**config.mk**
```make
export PLATFORM = sky130hd
export DESIGN_NAME = gpio_irq_ctrl
export DESIGN_NICKNAME = d
export VERILOG_FILES = /design/src/rtl/gpio_irq_pkg.sv /design/src/rtl/gpio_sync.sv /design/src/rtl/gpio_setclr_reg.sv /design/src/rtl/gpio_irq_line.sv /design/src/rtl/gpio_irq_ctrl.sv
export SDC_FILE = /design/constraint.sdc
export NUM_CORES = 1
export LEC_CHECK = 0
export BUFFER_PORTS_ARGS = -buffer_cell sky130_fd_sc_hd__buf_2
export CAP_MARGIN = 20
export CORE_MARGIN = 3
export CORE_UTILIZATION = 50
export DETAILED_ROUTE_END_ITERATION = 12
export PLACE_DENSITY = 0.82
export SLEW_MARGIN = 5
export SYNTH_ARGS = -nofsm -noshare
export SYNTH_HDL_FRONTEND = slang
export SYNTH_SLANG_ARGS = --single-unit
```
**constraint.sdc**
```tcl
create_clock -name clk -period 2.18 [get_ports clk]
set_input_delay 0.436 -clock clk [delete_from_list [all_inputs] [get_ports clk]]
set_output_delay 0.436 -clock clk [all_outputs]
set_load 0.02 [all_outputs]
```
**src/rtl/gpio_irq_pkg.sv**
```systemverilog
package gpio_irq_pkg;
   // Register word indices; set/clear pairs share index>>1
   typedef enum logic [3:0] {
      IDX_OUT_SET  = 4'd0,  IDX_OUT_CLR  = 4'd1,
      IDX_DIR_SET  = 4'd2,  IDX_DIR_CLR  = 4'd3,
      IDX_MODE_SET = 4'd4,  IDX_MODE_CLR = 4'd5,
      IDX_POL_SET  = 4'd6,  IDX_POL_CLR  = 4'd7,
      IDX_BOTH_SET = 4'd8,  IDX_BOTH_CLR = 4'd9,
      IDX_EN_SET   = 4'd10, IDX_EN_CLR   = 4'd11,
      IDX_PEND     = 4'd12, IDX_PIN      = 4'd13
   } reg_idx_e;

   localparam int CFG_REGS = 6;   // out, dir, mode, pol, both, en
   localparam int CFG_POL  = 3;   // the one register that resets to ones
endpackage

```
**src/rtl/gpio_sync.sv**
```systemverilog
module gpio_sync #(
   parameter int W      = 32,
   parameter int STAGES = 2
) (
   input  logic         clk,
   input  logic         rst_n,
   input  logic [W-1:0] d,
   output logic [W-1:0] q_sync,
   output logic [W-1:0] q_dly
);
   if (STAGES < 2) begin : g_bad
      $error("gpio_sync: STAGES must be at least 2");
   end

   logic [W-1:0] st [STAGES+1];

   always_ff @(posedge clk or negedge rst_n) begin
      if (!rst_n) begin
         for (int s = 0; s <= STAGES; s++) st[s] <= '0;
      end else begin
         st[0] <= d;
         for (int s = 1; s <= STAGES; s++) st[s] <= st[s-1];
      end
   end

   assign q_sync = st[STAGES-1];
   assign q_dly  = st[STAGES];
endmodule

```
**src/rtl/gpio_setclr_reg.sv**
```systemverilog
module gpio_setclr_reg #(
   parameter int W       = 32,
   parameter bit RST_ONE = 1'b0
) (
   input  logic         clk,
   input  logic         rst_n,
   input  logic         set_we,
   input  logic         clr_we,
   input  logic [W-1:0] wdata,
   output logic [W-1:0] q
);
   localparam logic [W-1:0] RST_VAL = {W{RST_ONE}};

   always_ff @(posedge clk or negedge rst_n) begin
      if (!rst_n)      q <= RST_VAL;
      else if (set_we) q <= q | wdata;
      else if (clr_we) q <= q & ~wdata;
   end
endmodule

```
**src/rtl/gpio_irq_line.sv**
```systemverilog
module gpio_irq_line (
   input  logic clk,
   input  logic rst_n,
   input  logic edge_mode,
   input  logic pol_hi,
   input  logic both,
   input  logic en,
   input  logic s_now,
   input  logic s_prev,
   input  logic clr,
   output logic active,
   output logic pend
);
   logic hit;

   always_comb begin
      if (!edge_mode) hit = 1'b0;
      else if (both)  hit = s_now ^ s_prev;
      else if (pol_hi) hit = s_now & ~s_prev;
      else            hit = ~s_now & s_prev;
   end

   // a new edge wins over a simultaneous clear
   always_ff @(posedge clk or negedge rst_n) begin
      if (!rst_n) pend <= 1'b0;
      else        pend <= hit | (pend & ~clr);
   end

   assign active = en & (edge_mode ? pend : ~(s_now ^ pol_hi));
endmodule

```
**src/rtl/gpio_irq_ctrl.sv**
```systemverilog
module gpio_irq_ctrl
   import gpio_irq_pkg::*;
#(
   parameter int NUM_LINES   = 32,
   parameter int ADDR_W      = 6,
   parameter int SYNC_STAGES = 2
) (
   input  logic                 clk,
   input  logic                 rst_n,
   input  logic                 psel,
   input  logic                 penable,
   input  logic                 pwrite,
   input  logic [ADDR_W-1:0]    paddr,
   input  logic [NUM_LINES-1:0] pwdata,
   output logic [NUM_LINES-1:0] prdata,
   input  logic [NUM_LINES-1:0] gpio_in,
   output logic [NUM_LINES-1:0] gpio_out,
   output logic [NUM_LINES-1:0] gpio_oe,
   output logic                 irq
);
   localparam int IDX_LSB = 2;
   localparam int IDX_MSB = IDX_LSB + 3;

   if (NUM_LINES < 1 || NUM_LINES > 32) begin : g_bad_n
      $error("gpio_irq_ctrl: NUM_LINES must be 1..32");
   end
   if (ADDR_W < IDX_MSB + 1) begin : g_bad_a
      $error("gpio_irq_ctrl: ADDR_W too small for register index");
   end

   logic [3:0]           idx;
   logic                 wr_en;
   logic                 clr_we;
   logic [NUM_LINES-1:0] cfg_q [CFG_REGS];
   logic [NUM_LINES-1:0] s_now, s_prev;
   logic [NUM_LINES-1:0] status, pend_q;

   assign idx    = paddr[IDX_MSB:IDX_LSB];
   assign wr_en  = psel & penable & pwrite;
   assign clr_we = wr_en & (idx == IDX_PEND);

   gpio_sync #(.W(NUM_LINES), .STAGES(SYNC_STAGES)) u_sync (
      .clk(clk), .rst_n(rst_n), .d(gpio_in), .q_sync(s_now), .q_dly(s_prev)
   );

   for (genvar g = 0; g < CFG_REGS; g++) begin : g_cfg
      gpio_setclr_reg #(.W(NUM_LINES), .RST_ONE(g == CFG_POL)) u_reg (
         .clk(clk), .rst_n(rst_n),
         .set_we(wr_en & (idx == 4'(2*g))),
         .clr_we(wr_en & (idx == 4'(2*g+1))),
         .wdata(pwdata), .q(cfg_q[g])
      );
   end

   for (genvar i = 0; i < NUM_LINES; i++) begin : g_line
      gpio_irq_line u_line (
         .clk(clk), .rst_n(rst_n),
         .edge_mode(cfg_q[2][i]), .pol_hi(cfg_q[3][i]), .both(cfg_q[4][i]),
         .en(cfg_q[5][i]), .s_now(s_now[i]), .s_prev(s_prev[i]),
         .clr(clr_we & pwdata[i]), .active(status[i]), .pend(pend_q[i])
      );
   end

   always_comb begin
      if (idx < 4'(2*CFG_REGS)) prdata = cfg_q[idx[3:1]];
      else if (idx == IDX_PEND) prdata = status;
      else if (idx == IDX_PIN)  prdata = s_now;
      else                      prdata = '0;
   end

   assign gpio_out = cfg_q[0];
   assign gpio_oe  = cfg_q[1];
   assign irq      = |status;
endmodule

```
Yosys cells after proc, flatten, opt, wreduce, memory -nomap -nowiden:

Cells that the tools add are included.

* flip-flop bits (word level): 320
* bits in latches: 0
* memory bits (writable): 0
* ROM bits: 0
* bits of input ports: 75
* output and inout port bits: 97
* word-level logic and storage cells: 623
* memories kept: 0

* $add $sub $neg: 0
* multiply operators: 0
* div/mod/pow operators: 0
* order comparisons: 2
* equal/unequal tests: 13
* shifts and indexed selects: 0
* multiplexer cells: 146
* bitwise logic cells: 413
* reductions and logical operators: 8

Operator list (number)
* two-way mux 32 bit: 17
* bitwise AND 32 bit: 6
* bitwise OR 32 bit: 6
* bitwise AND 1 bit: 175
* two-way mux 1 bit: 128
* inverter 1 bit: 128
* binary-select mux 32 bit (select 3 bit): 1
* XOR 1 bit: 64
* inverter 32 bit: 1
* bitwise OR 1 bit: 32
* OR reduction 32 bit: 1
* equality test 4 bit, second input constant: 6
* equality test 4 x 3 -> 1 bit, second input constant: 4
* nonzero test 2 bit: 6
* equality test 4 x 2 -> 1 bit, second input constant: 2
* equality test 4 x 1 -> 1 bit, second input constant: 1
* greater-or-equal comparator 4 bit, second input constant: 1
* zero test 4 bit: 1
* < comparator 4 bit, second input constant: 1
* inverter 3 -> 4 bit: 1

Longest topological paths before layout:

Gate-level depths: netlist of run 1.

* depth after elaboration: 7
* gate-level depth with buffers: 8
* mapped depth without buffers: 5

Modules after synthesis:

Synthesis of run 1 repeated with hierarchy kept, for this count alone.

* cell total of the unflattened synthesis: 1580
* area total of the unflattened synthesis: 17155.2 µm²

Modules (own cells, without submodules)
* gpio_setclr_reg (g_cfg[0].u_reg ...): instances 5, cells an instance 102, area an instance 1249.9 µm², sequential area each 800.8 µm²
* gpio_irq_line: instances 32, cells an instance 14, area an instance 121.4 µm², sequential area each 25.0 µm²
* gpio_sync: instances 1, cells an instance 160, area an instance 2882.8 µm², sequential area each 2402.3 µm²
* gpio_irq_ctrl: instances 1, cells an instance 360, area an instance 2849.0 µm², sequential area each 0.0 µm²
* gpio_setclr_reg (g_cfg[3].u_reg): instances 1, cells an instance 102, area an instance 1290.0 µm², sequential area each 840.8 µm²

Least setup slack after synthesis of run 1:

Ideal clock, no wire load.

* path kind: input to output
* start point: in paddr[4]
* end point: out prdata[28]
* arrival: 1.718 ns
* data required time: 1.744 ns
* path slack: 0.026 ns
* stages: 8
* path buffers: 3
* path through: buf_4 > and3b_1 > inv_2 > buf_4 > buf_2 > o22ai_1 > a221oi_1 > o211ai_1

* cells in the longest elaborated chain, start to end: 5
* elaborated cells on any way between the ends: 10
* those cells by class: 1 x order compare; 2 x eq/ne; 6 x mux; 1 x bitwise

Ends and longest elaborated chain
* start, declared: line gpio_irq_ctrl.sv:13 `input logic [ADDR_W-1:0] paddr,`
* inverter 3 -> 4 bit (not written as such): line gpio_irq_ctrl.sv:65 `if (idx < 4'(2*CFG_REGS)) prdata = cfg_q[idx[3:1]];`
* binary-select mux 32 bit (select 3 bit): line gpio_irq_ctrl.sv:65
* two-way mux 32 bit (not written as such) (2 in series): line gpio_irq_ctrl.sv:65
* two-way mux 32 bit *: line gpio_irq_ctrl.sv:65
* end, declared: line gpio_irq_ctrl.sv:15 `output logic [NUM_LINES-1:0] prdata,`

Mark *: on every way between the ends. The rest lies on a longest branch, timed or not. The select of a mux whose other input is x is not followed.

==> flow_metrics.env, run 1 <==
export IMPL_status="finished with violations"
export IMPL_violations="negative setup slack"
export IMPL_rsz0062_at_grt="yes"
export IMPL_drt_wl_total_mm=47.0
export IMPL_cts_root_buf="clkbuf_16"
export IMPL_drt_iter0_markers=1332
export IMPL_num_rows=64
export IMPL_slew_headroom=0.281
export IMPL_p_leak_nw=11.3
export IMPL_vias_per_cell=5.78
export IMPL_syn_inst=1554
export IMPL_cp_max_fo=2
export IMPL_ir_drop_v=0.000648
export IMPL_synth_ff_type="dfrtp_1"
export IMPL_drv_slew=0
export IMPL_synthDistinctLibCells=37
export IMPL_grt_ovfl_total=0
export IMPL_fillers=2229
export IMPL_hpwl_mm=30.8
export IMPL_h_tree_depth=2
export IMPL_crit_required_ns=1.74
export IMPL_areaGrowthSynthToFinish_pct=28.5
export IMPL_pre_cts_slack_ns=-0.374
export IMPL_fp_dieW_um=184
export IMPL_tritoncts="built"
export IMPL_syn_area_per_cell_um2=10.1
export IMPL_fp_dieH_um=184
export IMPL_setup_violations=31
export IMPL_core_area_um2=30800
export IMPL_cp_end_kind="primary output"
export IMPL_cts_sinks=320
export IMPL_initial_core_util=0.512
export IMPL_final_common_cell="nand2_1"
export IMPL_max_freq_mhz=339
export IMPL_synth_nets=1693
export IMPL_dr_wl_met3_mm=3.88
export IMPL_drv_cap=0
export IMPL_min_period_ns=2.95
export IMPL_mostFrequentLayoutCells="nand2_1 (345), dfrtp_1 (286), inv_1 (219)"
export IMPL_io_pin_count=172
export IMPL_hp_class="input pin to register"
export IMPL_cts_buffers=35
export IMPL_multi_input_area_um2=6950
export IMPL_path_class="register to primary output"
export IMPL_tightest_slew_ns=1.08
export IMPL_synth_edf_count=0
export IMPL_seq_area_um2=8050
export IMPL_die_area_um2=33700
export IMPL_power_density_nw_per_um2=795
export IMPL_drc=0
export IMPL_grt_max_degree=98
export IMPL_hold_path_depth=1
export IMPL_netlist_area_um2=15800
export IMPL_fin_ws_ns=-0.766
export IMPL_drive_gt1_frac=0.277
export IMPL_clock_path_buffers=3
export IMPL_antenna_found_initial=0
export IMPL_met1_length_mm=18.0
export IMPL_yosysWarnings=0
export IMPL_p_total_mw=16.1
export IMPL_top_layer="met4"
export IMPL_final_nets=2019
export IMPL_fin_skew_ns=0.0221
export IMPL_grt_usage=0.272
export IMPL_cp_start_kind="register"
export IMPL_hold_start="gpio_in[3]"
export IMPL_finalHoldViolCount=0
export IMPL_synth_yosys_seq_area_share=0.510
export IMPL_r2r_start="u_sync.q_sync[30]"
export IMPL_grt_pass1_wl_mm=72.6
export IMPL_wl_per_cell_um=20.4
export IMPL_reg2reg_depth=6
export IMPL_dr_pass1_iters=8
export IMPL_cp_arrival_ns=2.51
export IMPL_diodes=0
export IMPL_antenna_left=0
export IMPL_clock_latency_ns=0.52
export IMPL_synth_seq_cells=320
export IMPL_grt_pass1_vias=13700
export IMPL_io_buffers=169
export IMPL_via_count=13300
export IMPL_place_gp_congestion=0.868
export IMPL_clk_pin_slew_worst_paths_ns=0.06
export IMPL_period_share=1.35
export IMPL_met2WireLength_mm=23.3
export IMPL_synthArstFlopShare=1.00
-- per-layer routing --
layer | vias up | GRT usage
li1 | 5900 | -
met5 | - | 0
met2 | 668 | 0.466
met4 | 0 | 0.109
met1 | 6592 | 0.344
met3 | 137 | 0.0449
-- final timing paths --
path | slack [ns] | endpoint
setup / recovery | -0.77 | irq
hold reg to reg | 0.33 | u_sync.q_sync[14]
setup reg to reg | 0.73 | g_line[30].u_line.pend
max in group asynchronous | 0.95 | asynchronous set/reset pin
min in group asynchronous | 0.45 | u_sync.st[67]
hold / removal | 0.01 | u_sync.st[67]
-- critical path, stage by stage, from the launching register on --
cell and delay, ns:
dfstp_2 0.55, xor2_1 0.24, o21ai_2 0.12, a22oi_2 0.16
nand4_1 0.17, or4_4 0.61, buf_6 0.16
-- report_power, final --
group / internal (mW) / total [mW] / switching [mW] / leakage, nW
registers: 6.57 / 7.10 / 0.533 / 3.41
clock network: 3.46 / 5.85 / 2.39 / 0.554
logic: 1.38 / 3.15 / 1.77 / 7.33
total: 11.4 / 16.1 / 4.69 / 11.3
-- what timing repair did --
action | 4_1_cts | 5_1_grt
hold buffers | 1 | 0
buffers inserted | 12 | 7
hold endpoints to repair | 37 | 0
endpoints found under the setup margin | 33 | 33
cloned | 3 | 0
pin swaps | 60 | 38
gates resized for setup | 128 | 48
-- cell type report --
cell class / instances / area share
clock buffers: 55 / 0.0524
inverters: 229 / 0.0427
clock inverters: 5 / 0.00321
repair buffers: 358 / 0.137
multi-input cells: 936 / 0.343
well taps: 396 / 0.0244
flip-flops and latches: 320 / 0.397
-- logic make-up (layout without fill, tap and decap cells) --
| logic type | count (synthesis) | after routing | share of synthesized area |
|---|---|---|---|
| mux | 192 | 192 | 0.122 |
| simple gates | 413 | 413 | 0.108 |
| compound gates | 235 | 235 | 0.117 |
| buf+inv | 298 | 647 | 0.0751 |
| flops | 320 | 320 | 0.510 |
| fa+ha+maj | 64 | 64 | 0.0508 |
| xor+xnor | 32 | 32 | 0.0178 |
-- per-stage QoR --
step           TNS, ns  cells   util  hold WS [ns]  area (um^2)
6_report         -4.16   2299  0.657        0.0147        20300
5_1_grt          -5.93   2299  0.657       0.00507        20300
4_1_cts          -4.21   2294  0.650       0.00161        20000
3_5_place_dp     -4.82   2224  0.597         0.336        18400
3_3_place_gp     -4.10   2224  0.597         0.334        18400
2_1_floorplan        0   1554      -         0.140        15800
-- synth_stat cells (all sizes together) (17+ instances only) --
master | n | area [um^2]
a21o | 32 | 240
a221oi | 32 | 280
a222oi | 32 | 320
a32o | 32 | 320
buf | 33 | 189
clkbuf | 36 | 135
dfrtp | 288 | 7210
dfstp | 32 | 841
ha | 64 | 801
inv | 229 | 860
mux2i | 192 | 1920
nand2 | 347 | 1300
nor2 | 38 | 165
o211ai | 32 | 240
o21ai | 37 | 185
o22ai | 17 | 106
xor2 | 22 | 193
No activity file was read; power rests on OpenSTA's default activity.
==> run 2, diff against run 1 <==
--- a/config.mk
+++ b/config.mk
@@ -12,3 +12,3 @@
 export DETAILED_ROUTE_END_ITERATION = 12
-export PLACE_DENSITY = 0.82
+export PLACE_DENSITY = 0.7
 export SLEW_MARGIN = 5
--- a/constraint.sdc
+++ b/constraint.sdc
@@ -3,2 +3,2 @@
 set_output_delay 0.436 -clock clk [all_outputs]
-set_load 0.02 [all_outputs]
+set_load 0.005 [all_outputs]
==> flow_metrics.env, run 2 (synthesis results as in run 1) <==
export IMPL_status="finished with violations"
export IMPL_violations="negative setup slack"
export IMPL_max_freq_mhz=347
export IMPL_via_count=13000
export IMPL_drv_cap=0
export IMPL_cp_arrival_ns=2.45
export IMPL_period_share=1.32
export IMPL_drt_wl_total_mm=47.1
export IMPL_initial_core_util=0.512
export IMPL_die_area_um2=33700
export IMPL_cts_sinks=320
export IMPL_worst_path_buf_inv=1
export IMPL_io_buffers=169
export IMPL_core_area_um2=30800
export IMPL_path_class="register to primary output"
export IMPL_antenna_found_initial=0
export IMPL_hpwl_mm=29.3
export IMPL_dr_pass1_iters=8
export IMPL_h_tree_depth=2
export IMPL_drc=0
export IMPL_drive_gt1_frac=0.279
export IMPL_path_cells="xnor2_2 -> a31oi_2 -> nand4_1 -> or2_4 -> or4_4 -> buf_6"
export IMPL_drt_iter0_markers=1273
export IMPL_place_gp_congestion=0.867
export IMPL_clock_latency_ns=0.51
export IMPL_clock_path_buffers=3
export IMPL_io_pin_count=172
export IMPL_clk_pin_slew_worst_paths_ns=0.06
export IMPL_ir_drop_v=0.000639
export IMPL_fin_skew_ns=0.00564
export IMPL_fp_dieW_um=184
export IMPL_setup_violations=32
export IMPL_mostFrequentLayoutCells="nand2_1 (341), dfrtp_1 (288), inv_1 (223)"
export IMPL_tritoncts="built"
export IMPL_finalHoldViolCount=0
export IMPL_rrSetupSlack_ns=0.79
export IMPL_areaGrowthSynthToFinish_pct=29.3
export IMPL_final_nets=2008
export IMPL_wl_per_cell_um=20.6
export IMPL_rsz0062_at_grt="yes"
export IMPL_final_common_cell="nand2_1"
export IMPL_crit_slowest_cell="dfstp_2"
export IMPL_cp_start_kind="register"
export IMPL_cp_max_fo=2
export IMPL_grt_pass1_wl_mm=72.1
export IMPL_hp_class="input pin to register"
export IMPL_cts_buffers=35
export IMPL_fin_setup_tns_ns=-2.79
export IMPL_p_leak_nw=11.4
export IMPL_grt_ovfl_total=0
export IMPL_slew_headroom=0.326
export IMPL_tightest_slew_ns=1.01
export IMPL_crit_required_ns=1.74
export IMPL_power_density_nw_per_um2=791
export IMPL_diodes=0
export IMPL_fin_ws_ns=-0.706
export IMPL_grt_pass1_vias=13200
export IMPL_grt_usage=0.274
export IMPL_holdWs_ns=0.0158
export IMPL_vias_per_cell=5.67
export IMPL_worst_path_largest_cell_delay_ns=0.55
export IMPL_antenna_left=0
export IMPL_min_period_ns=2.89
export IMPL_num_rows=64
export IMPL_fp_dieH_um=184
export IMPL_cp_end_kind="primary output"
export IMPL_placedCellCount=2203
export IMPL_stdcell_count=2291
export IMPL_critical_path_top_delay_family="simple AND/OR/NAND/NOR gates"
export IMPL_grt_max_degree=193
export IMPL_drv_slew=0
export IMPL_cts_root_buf="clkbuf_16"
run 2: changes by cell type in the layout (fill, tap and decap cells not counted), moves of 4 or more:
cell / before / now
buf_4: 181 / 126
buf_2: 131 / 163
inv_2: 9 / 4
buf_12: 23 / 27
clkinv_2: 2 / 6
inv_1: 219 / 223
nand2_1: 345 / 341
run 2: repair_timing:
action,4_1_cts,5_1_grt
cloned,5,2
pin swaps,55,43
endpoints found under the setup margin,33,33
resized for setup,97,68
hold endpoints to repair,32,0
buffers inserted,17,7
hold buffers,2,0
run 2: worst paths after layout:
kind / startpoint / endpoint / cells past startpoint
max: register / irq / 6
min reg2reg: u_sync.st[91] / u_sync.q_sync[27] / 0
min in group asynchronous: rst_n / g_line[20].u_line.pend / 2
min: gpio_in[26] / u_sync.st[90] / 1
max in group asynchronous: rst_n / asynchronous set/reset pin / 3
max reg2reg: u_sync.q_sync[31] / g_line[31].u_line.pend / 6
run 2: metal layers:
| metal | part of all wire | routed length [um] | GRT usage |
|---|---|---|---|
| met1 | 0.40 | 19000 | 0.357 |
| met2 | 0.48 | 22500 | 0.449 |
| met3 | 0.074 | 3470 | 0.0516 |
| met4 | 0.044 | 2090 | 0.119 |
| met5 | 0 | 0 | 0 |
run 2: stage by stage:
step	power [mW]	worst slack, ns	util	instance area (um^2)
final	16.1	-0.706	0.662	20400
after global routing	16.8	-0.774	0.662	20400
after CTS	16.1	-0.682	0.651	20100
after detailed placement	9.61	-0.348	0.593	18300
after global placement	9.52	-0.352	0.593	18300
after floorplan	8.28	0.139	-	15800
run 2: worst reg2reg max path: stages, from the launching register on:
cell     delay, ns
dfrtp_1       0.38
buf_4         0.15
inv_1         0.05
ha_1          0.18
mux2i_1       0.16
nand2_1       0.08
a32o_1        0.28
run 2: area by class of cell:
type	count	area (um^2)
fillers	2322	10400
flip-flops and latches	320	8050
multi-input cells	936	7020
repair buffers	347	2740
clock buffers	52	1060
inverters	229	867
well taps	396	495
clock inverters	11	159
run 2: where the power goes:
group	internal (mW)	switching (mW)	total (mW)	leakage [nW]
combinational	1.30	1.45	2.75	7.35
sequential	6.57	0.535	7.11	3.41
clock	3.85	2.43	6.27	0.606
